==> src/rtl/phy_sleep_pkg.sv <==
`timescale 1ns/1ps
package phy_sleep_pkg;

   typedef enum logic [2:0] {
      PM_ACTIVE = 3'd0,
      PM_ENTRY  = 3'd1,
      PM_LOW    = 3'd2,
      PM_ULTRA  = 3'd3,
      PM_WAKING = 3'd4
   } pm_state_t;

   // D2 and D3 both have the upper bit set
   function automatic logic sleep_pstate(input logic [1:0] ps);
      return ps[1];
   endfunction

endpackage

==> src/rtl/phy_port_qual.sv <==
`timescale 1ns/1ps
module phy_port_qual #(
   parameter int N_PORTS = 3
) (
   input  logic [N_PORTS-1:0] conn,
   input  logic [N_PORTS-1:0] dis,
   input  logic [N_PORTS-1:0] susp,
   input  logic [N_PORTS-1:0] ev_bias,
   input  logic [N_PORTS-1:0] ev_disc,
   input  logic [N_PORTS-1:0] ev_conn,
   output logic               all_idle,
   output logic               all_quiet,
   output logic               wake_evt
);
   logic [N_PORTS-1:0] idle_v;
   logic [N_PORTS-1:0] quiet_v;
   logic [N_PORTS-1:0] wake_v;

   generate
      for (genvar i = 0; i < N_PORTS; i++) begin : g_port
         assign idle_v[i]  = ~conn[i] | dis[i] | susp[i];
         assign quiet_v[i] = ~conn[i] | dis[i];
         assign wake_v[i]  = (susp[i] & (ev_bias[i] | ev_disc[i]))
                           | (~dis[i] & ev_conn[i]);
      end
   endgenerate

   assign all_idle  = &idle_v;
   assign all_quiet = &quiet_v;
   assign wake_evt  = |wake_v;
endmodule

==> src/rtl/phy_down_cnt.sv <==
`timescale 1ns/1ps
module phy_down_cnt #(
   parameter int W = 4
) (
   input  logic         clk,
   input  logic         rst_n,
   input  logic         load,
   input  logic [W-1:0] load_val,
   output logic         zero
);
   logic [W-1:0] cnt_q;

   always_ff @(posedge clk or negedge rst_n) begin
      if (!rst_n)               cnt_q <= '0;
      else if (load)            cnt_q <= load_val;
      else if (cnt_q != '0)     cnt_q <= cnt_q - 1'b1;
   end

   assign zero = (cnt_q == '0);

   p_load_takes_r8: assert property (@(posedge clk) disable iff (!rst_n)
      load |=> (cnt_q == $past(load_val)));
   p_count_down_r3: assert property (@(posedge clk) disable iff (!rst_n)
      (!load && cnt_q != '0) |=> (cnt_q == $past(cnt_q) - 1'b1));
endmodule

==> src/rtl/phy_sleep_ctl.sv <==
`timescale 1ns/1ps
module phy_sleep_ctl
   import phy_sleep_pkg::*;
#(
   parameter int N_PORTS       = 3,
   parameter int SETTLE_W      = 6,
   parameter int ENTRY_CYC     = 4,
   parameter int AON_HZ        = 32768,
   parameter int WAKE_LIMIT_US = 2000
) (
   input  logic                clk,
   input  logic                rst_n,
   input  logic [1:0]          dev_pstate,
   input  logic [N_PORTS-1:0]  port_conn,
   input  logic [N_PORTS-1:0]  port_dis,
   input  logic [N_PORTS-1:0]  port_susp,
   input  logic                port_int_en,
   input  logic                sw_wake,
   input  logic [N_PORTS-1:0]  ev_bias,
   input  logic [N_PORTS-1:0]  ev_disc,
   input  logic [N_PORTS-1:0]  ev_conn,
   input  logic [SETTLE_W-1:0] settle_cycles,
   input  logic                reg_access,
   output logic                clk_en,
   output logic                ref_en,
   output logic                clk_ready,
   output logic                access_fail
);
   localparam int ENT_W = $clog2(ENTRY_CYC + 1);
   localparam logic [ENT_W-1:0] ENT_LOAD = ENT_W'(ENTRY_CYC - 1);
   localparam longint WORST_WAKE = (64'd1 << SETTLE_W) + 1;

   generate
      if (N_PORTS < 1) begin : g_bad_ports
         $error("N_PORTS must be at least 1");
      end
      if (ENTRY_CYC < 1) begin : g_bad_entry
         $error("ENTRY_CYC must be at least 1");
      end
      if (WORST_WAKE * 1000000 > longint'(AON_HZ) * WAKE_LIMIT_US) begin : g_bad_settle
         $error("SETTLE_W allows a wake longer than WAKE_LIMIT_US");
      end
   endgenerate

   logic all_idle, all_quiet, wake_evt;

   phy_port_qual #(.N_PORTS(N_PORTS)) u_qual (
      .conn     (port_conn),
      .dis      (port_dis),
      .susp     (port_susp),
      .ev_bias  (ev_bias),
      .ev_disc  (ev_disc),
      .ev_conn  (ev_conn),
      .all_idle (all_idle),
      .all_quiet(all_quiet),
      .wake_evt (wake_evt)
   );

   logic wake_any, sleep_ok, deep_ok;
   assign wake_any = sw_wake | wake_evt;
   assign sleep_ok = sleep_pstate(dev_pstate) & all_idle & ~wake_any;
   assign deep_ok  = all_quiet & ~port_int_en;

   pm_state_t st_q, st_d;
   logic ent_load, ent_zero, set_load, set_zero;

   phy_down_cnt #(.W(ENT_W)) u_entry_cnt (
      .clk     (clk),
      .rst_n   (rst_n),
      .load    (ent_load),
      .load_val(ENT_LOAD),
      .zero    (ent_zero)
   );

   phy_down_cnt #(.W(SETTLE_W)) u_settle_cnt (
      .clk     (clk),
      .rst_n   (rst_n),
      .load    (set_load),
      .load_val(settle_cycles),
      .zero    (set_zero)
   );

   always_comb begin
      st_d     = st_q;
      ent_load = 1'b0;
      set_load = 1'b0;
      unique case (st_q)
         PM_ACTIVE: if (sleep_ok) begin
            st_d     = PM_ENTRY;
            ent_load = 1'b1;
         end
         PM_ENTRY: begin
            if (!sleep_ok)     st_d = PM_ACTIVE;
            else if (ent_zero) st_d = deep_ok ? PM_ULTRA : PM_LOW;
         end
         PM_LOW: begin
            if (wake_any) begin
               st_d     = PM_WAKING;
               set_load = 1'b1;
            end else if (deep_ok) st_d = PM_ULTRA;
         end
         PM_ULTRA: begin
            if (wake_any) begin
               st_d     = PM_WAKING;
               set_load = 1'b1;
            end else if (!deep_ok) st_d = PM_LOW;
         end
         PM_WAKING: if (set_zero) st_d = PM_ACTIVE;
         default: st_d = PM_ACTIVE;
      endcase
   end

   // outputs registered from the next state: no decode glitches on the enables
   always_ff @(posedge clk or negedge rst_n) begin
      if (!rst_n) begin
         st_q        <= PM_ACTIVE;
         clk_en      <= 1'b1;
         ref_en      <= 1'b1;
         clk_ready   <= 1'b1;
         access_fail <= 1'b0;
      end else begin
         st_q        <= st_d;
         clk_en      <= (st_d != PM_LOW) && (st_d != PM_ULTRA);
         ref_en      <= (st_d != PM_ULTRA);
         clk_ready   <= (st_d == PM_ACTIVE) || (st_d == PM_ENTRY);
         access_fail <= reg_access & ~clk_ready;
      end
   end

   p_stay_awake_r2: assert property (@(posedge clk) disable iff (!rst_n)
      (st_q == PM_ACTIVE && !sleep_ok) |=> (st_q == PM_ACTIVE && clk_ready));
   p_drop_after_entry_r3: assert property (@(posedge clk) disable iff (!rst_n)
      $fell(clk_en) |-> ($past(st_q) == PM_ENTRY));
   p_shallow_outputs_r4: assert property (@(posedge clk) disable iff (!rst_n)
      (st_q == PM_LOW) |-> (!clk_en && ref_en && !clk_ready));
   p_leave_deep_r5: assert property (@(posedge clk) disable iff (!rst_n)
      (st_q == PM_ULTRA && !wake_any && !deep_ok) |=> (st_q == PM_LOW && ref_en));
   p_wake_exit_r6: assert property (@(posedge clk) disable iff (!rst_n)
      ((st_q == PM_LOW || st_q == PM_ULTRA) && wake_any)
      |=> (st_q == PM_WAKING && clk_en && ref_en && !clk_ready));
   p_ready_after_settle_r8: assert property (@(posedge clk) disable iff (!rst_n)
      $rose(clk_ready) |-> ($past(st_q) == PM_WAKING));
   p_fail_pulse_r9: assert property (@(posedge clk) disable iff (!rst_n)
      (reg_access && !clk_ready) |=> access_fail);
   p_no_false_fail_r9: assert property (@(posedge clk) disable iff (!rst_n)
      (!reg_access || clk_ready) |=> !access_fail);
   p_abort_keeps_clk_r10: assert property (@(posedge clk) disable iff (!rst_n)
      (st_q == PM_ENTRY && wake_any) |=> (st_q == PM_ACTIVE && clk_en));
endmodule

==> config.mk <==
export PLATFORM = sky130hd
export DESIGN_NAME = phy_sleep_ctl
export DESIGN_NICKNAME = d
export VERILOG_FILES = /design/src/rtl/phy_sleep_pkg.sv /design/src/rtl/phy_port_qual.sv /design/src/rtl/phy_down_cnt.sv /design/src/rtl/phy_sleep_ctl.sv
export SDC_FILE = /design/constraint.sdc
export NUM_CORES = 1
export LEC_CHECK = 0
export BUFFER_PORTS_ARGS = -buffer_cell sky130_fd_sc_hd__buf_4
export CAP_MARGIN = 20
export CORE_UTILIZATION = 27
export CTS_CLUSTER_DIAMETER = 30
export DETAILED_ROUTE_END_ITERATION = 10
export GPL_ROUTABILITY_DRIVEN = 0
export GPL_TIMING_DRIVEN = 0
export PLACE_DENSITY_LB_ADDON = 0.15
export SETUP_SLACK_MARGIN = 0.2
export SLEW_MARGIN = 20
export SYNTH_ARGS = -nofsm -noshare
export SYNTH_HDL_FRONTEND = slang
export SYNTH_SLANG_ARGS = --single-unit
export TNS_END_PERCENT = 50
==> constraint.sdc <==
create_clock -name clk -period 4.9 [get_ports clk]
set_input_delay 0.49 -clock clk [delete_from_list [all_inputs] [get_ports clk]]
set_output_delay 0.49 -clock clk [all_outputs]
set_load 0.02 [all_outputs]
==> qor.log <==
INFO  critical_path  critical_path.cell_chain=inv_1, ha_1, or3b_1, nor3_4, mux2i_1, mux2_2
INFO  timing         hold_violations=0
INFO  clock_tree     cts-hold-fix-buffers=0
INFO  timing         timing.slew.headroom=0.630
INFO  timing         period_share=0.382
INFO  clock_tree     ctsResizeCount=0
INFO  critical_path  crit_path_max_fanout=7
INFO  floorplan      die_height=61.0microns
INFO  drt            routed_wl=1770microns
INFO  pwr            power_per_cell_area=374nW/um^2
INFO  placement      hpwlAfterDp=1450microns
INFO  synth          yosys_most_used_dff=sky130_fd_sc_hd__dfrtp_1
INFO  floorplan      die_area=3720squm
INFO  clock_tree     root_buffer=sky130_fd_sc_hd__clkbuf_4
INFO  global_routing grt_pass1_vias=698
INFO  synth          yosysSeqAreaShare=0.431
INFO  clock_tree     cts_max_level=1
INFO  drt            wire_per_inst=10.3microns
INFO  pwr            p_sw_frac=0.331
INFO  floorplan      die_span_in_x=61.0microns
INFO  synth          synth_area_leader_cell=sky130_fd_sc_hd__dfrtp_1
INFO  global_routing grt_start_max_net_pins=17
INFO  run            maxCapViolations=0
INFO  synth          syn-mean-instance-area=10.7squm
INFO  timing         report.final.setup_viol=0
INFO  timing         final.setup.worst_slack=3030ps
INFO  critical_path  cp_slowest_stage_delay=420ps
INFO  placement      portBuffers=33
INFO  synth          synth.top_cells.by_count=13 x sky130_fd_sc_hd__dfrtp_1, 7 x sky130_fd_sc_hd__nor2_1, 7 x sky130_fd_sc_hd__nor2b_1
INFO  critical_path  required=5080ps
INFO  finish         areaGrowthSynthToFinish=35.3%
INFO  synth          synth_nets=122
INFO  global_routing grt_use_total=0.109
INFO  critical_path  crit_path_max_delay_cell_type=sky130_fd_sc_hd__dfrtp_1
INFO  finish         ff_latch_area=404squm
INFO  synth          synthCells=88
INFO  pwr            vdd_ir_drop_max=0.0921mV
INFO  clock_tree     cts_buffers=3
INFO  clock_tree     post_cts_setup_buffer_count=0
INFO  clock_tree     worst_setup_hold_path_clk_slew=100ps
INFO  status         outcome=finished, final reports clean
INFO  synth          ys_types=33
INFO  global_routing overflow=0
INFO  drt            ant_nets=0
INFO  pwr            power.combinational.fraction=0.420
INFO  synth          post_synth_instance_area=938squm
INFO  clock_tree     clock_insertion_delay_worst_skew=280ps
INFO  drt            vias=765
INFO  floorplan      start_util=0.281
INFO  timing         final.setup_skew=9.62ps
INFO  synth          yosys.cell_count.top_type=sky130_fd_sc_hd__dfrtp_1
INFO  timing         worst_tran_pin_value=550ps
INFO  hold_path      holdCritPathClass=primary input to asynchronous set/reset pin
INFO  clock_tree     tritoncts_num_sinks=16
INFO  pwr            power.leakage=0.574nW
INFO  floorplan      top_level_ports=35
INFO  floorplan      floorplan.core_area=3340squm
INFO  finish         fillCellCount=355
INFO  synth          synth_edf_count=0
INFO  critical_path  critical_path.endpoint_type=flop
INFO  synth          total_of_flip_flops_plus_latches_after_synthesis=16
INFO  timing         rsz0062_at_grt=no
INFO  floorplan      placement_rows=21
INFO  timing         tns=0ps
INFO  synth          async_reset_ff_frac=1.00
INFO  synth          synth-warning-count=0
INFO  critical_path  worst-endpoint-arrival=2050ps
INFO  critical_path  timing.setup.critical_path_class=flop to flop
INFO  global_routing first_pass_grt_wire_length=2970microns
INFO  synth          synth_top_area_share=0.347
INFO  critical_path  timing.critical_path.from_type=flop
INFO  pwr            power_frac_clock=0.152
INFO  drt            remaining_drc_errors=0
INFO  drt            route.detailed.vias_per_inst=4.47
INFO  finish         num_antenna_cells=0
INFO  timing         max_clock_freq=535MHz
INFO  finish         post_route_cells_drive_above_1_share=0.408
INFO  drt            first_iter_violations=5
INFO  pwr            internal-power=0.318mW
INFO  pwr            power_frac_seq=0.428
INFO  pwr            switchingPower=0.157mW
INFO  global_routing antenna_found_initial=0
INFO  placement      dp_worst_setup_slack=2830ps
INFO  synth          synth_area_leaders=sky130_fd_sc_hd__dfrtp_1 35%, sky130_fd_sc_hd__dfstp_2 8.4%, sky130_fd_sc_hd__mux2_2 7.2%
INFO  timing         finalCriticalPeriod=1870ps
INFO  critical_path  reg2reg_setup_slack=3030ps
INFO  timing         finalMaxSlewViolations=0
INFO  drt            detailedRoute.firstPassIterationCount=4
INFO  finish         multi_input_area=515squm
INFO  clock_tree     cts_tree=done
INFO  clock_tree     number_of_buffers_on_the_longest_clock_path=2
INFO  finish         nets_finish=160
==> layer usage <==
| metal | vias to the layer above | GRT usage | part of all wire |
|---|---|---|---|
| met2 | 34 | 0.159 | 0.46 |
| met5 | - | 0 | 0 |
| met1 | 347 | 0.156 | 0.48 |
| met3 | 2 | 0.0213 | 0.055 |
| met4 | 0 | 0.0487 | 0.0062 |
| li1 | 382 | - | - |
==> power groups by stage <==
stage / clock [mW] / combinational, mW / sequential (mW)
2_1_floorplan: 0 / 0.158 / 0.199
3_3_place_gp: 0 / 0.195 / 0.205
3_5_place_dp: 0 / 0.202 / 0.206
4_1_cts: 0.0758 / 0.204 / 0.204
5_1_grt: 0.0835 / 0.237 / 0.210
6_report: 0.0721 / 0.200 / 0.204
==> sequential cells by signal, indices dropped and copies added, names as in the netlist <==
signal              cells
clk_en                  1
clk_ready               1
u_settle_cnt.cnt_q      6
access_fail             1
u_entry_cnt.cnt_q       3
ref_en                  1
st_q                    3
==> path summary, 6_finish.rpt <==
check                                       from                     to  cells past startpoint
max in group asynchronous                  rst_n              clk_ready                      1
max                        u_settle_cnt.cnt_q[0]  u_settle_cnt.cnt_q[1]                      6
max reg2reg                u_settle_cnt.cnt_q[0]  u_settle_cnt.cnt_q[1]                      6
min reg2reg                 u_entry_cnt.cnt_q[1]   u_entry_cnt.cnt_q[1]                      1
min in group clk                settle_cycles[1]  u_settle_cnt.cnt_q[1]                      2
min                                        rst_n                st_q[2]                      1
==> stage by stage <==
step | total power, mW | hold slack, ps | util | instance area [sq um] | instances
global placement | 0.400 | 366 | 0.373 | 1240 | 167
detailed placement | 0.408 | 367 | 0.373 | 1240 | 167
CTS | 0.484 | 44.8 | 0.381 | 1270 | 171
floorplan | 0.357 | 194 | - | 938 | 88
finish | 0.475 | 43.5 | 0.381 | 1270 | 171
global route | 0.530 | 38.3 | 0.381 | 1270 | 171
==> final cells by class <==
class / count / share of cell area
flip-flops and latches: 16 / 0.318
well taps: 46 / 0.0453
clock buffers: 4 / 0.0207
repair buffers: 33 / 0.195
inverters: 5 / 0.0148
multi-input cells: 67 / 0.406
==> worst max-delay path: cells and delay by family, from the launching register on <==
kind,cells,cell delay [ps]
adder cells (fa/ha/maj),1,170
buffers and inverters,1,60
flip-flops,1,420
multiplexers,2,380
AND/OR/NAND/NOR,2,730
==> cell usage in the layout, fill, tap and decap left out, types with 3 or more instances in the layout <==
cell type	count
sky130_fd_sc_hd__mux2_2	6
sky130_fd_sc_hd__dfstp_2	3
sky130_fd_sc_hd__ha_1	3
sky130_fd_sc_hd__nor2_1	7
sky130_fd_sc_hd__inv_1	5
sky130_fd_sc_hd__dfrtp_1	13
sky130_fd_sc_hd__nand2_1	5
sky130_fd_sc_hd__clkbuf_4	3
sky130_fd_sc_hd__xnor2_1	3
sky130_fd_sc_hd__buf_4	33
sky130_fd_sc_hd__o21ai_0	6
sky130_fd_sc_hd__nor2b_1	7
==> kinds of logic (layout without fill, tap and decap cells) <==
logic type      Yosys count  in the layout  share of synthesized area
flops                    16             16                      0.431
fa+ha+maj                 3              3                     0.0400
buf+inv                   5             42                     0.0200
compound gates           15             15                      0.120
mux                       8              8                     0.0933
xor+xnor                  4              4                     0.0373
simple gates             37             37                      0.259
Note: power is estimated with default switching activity, not from simulation.
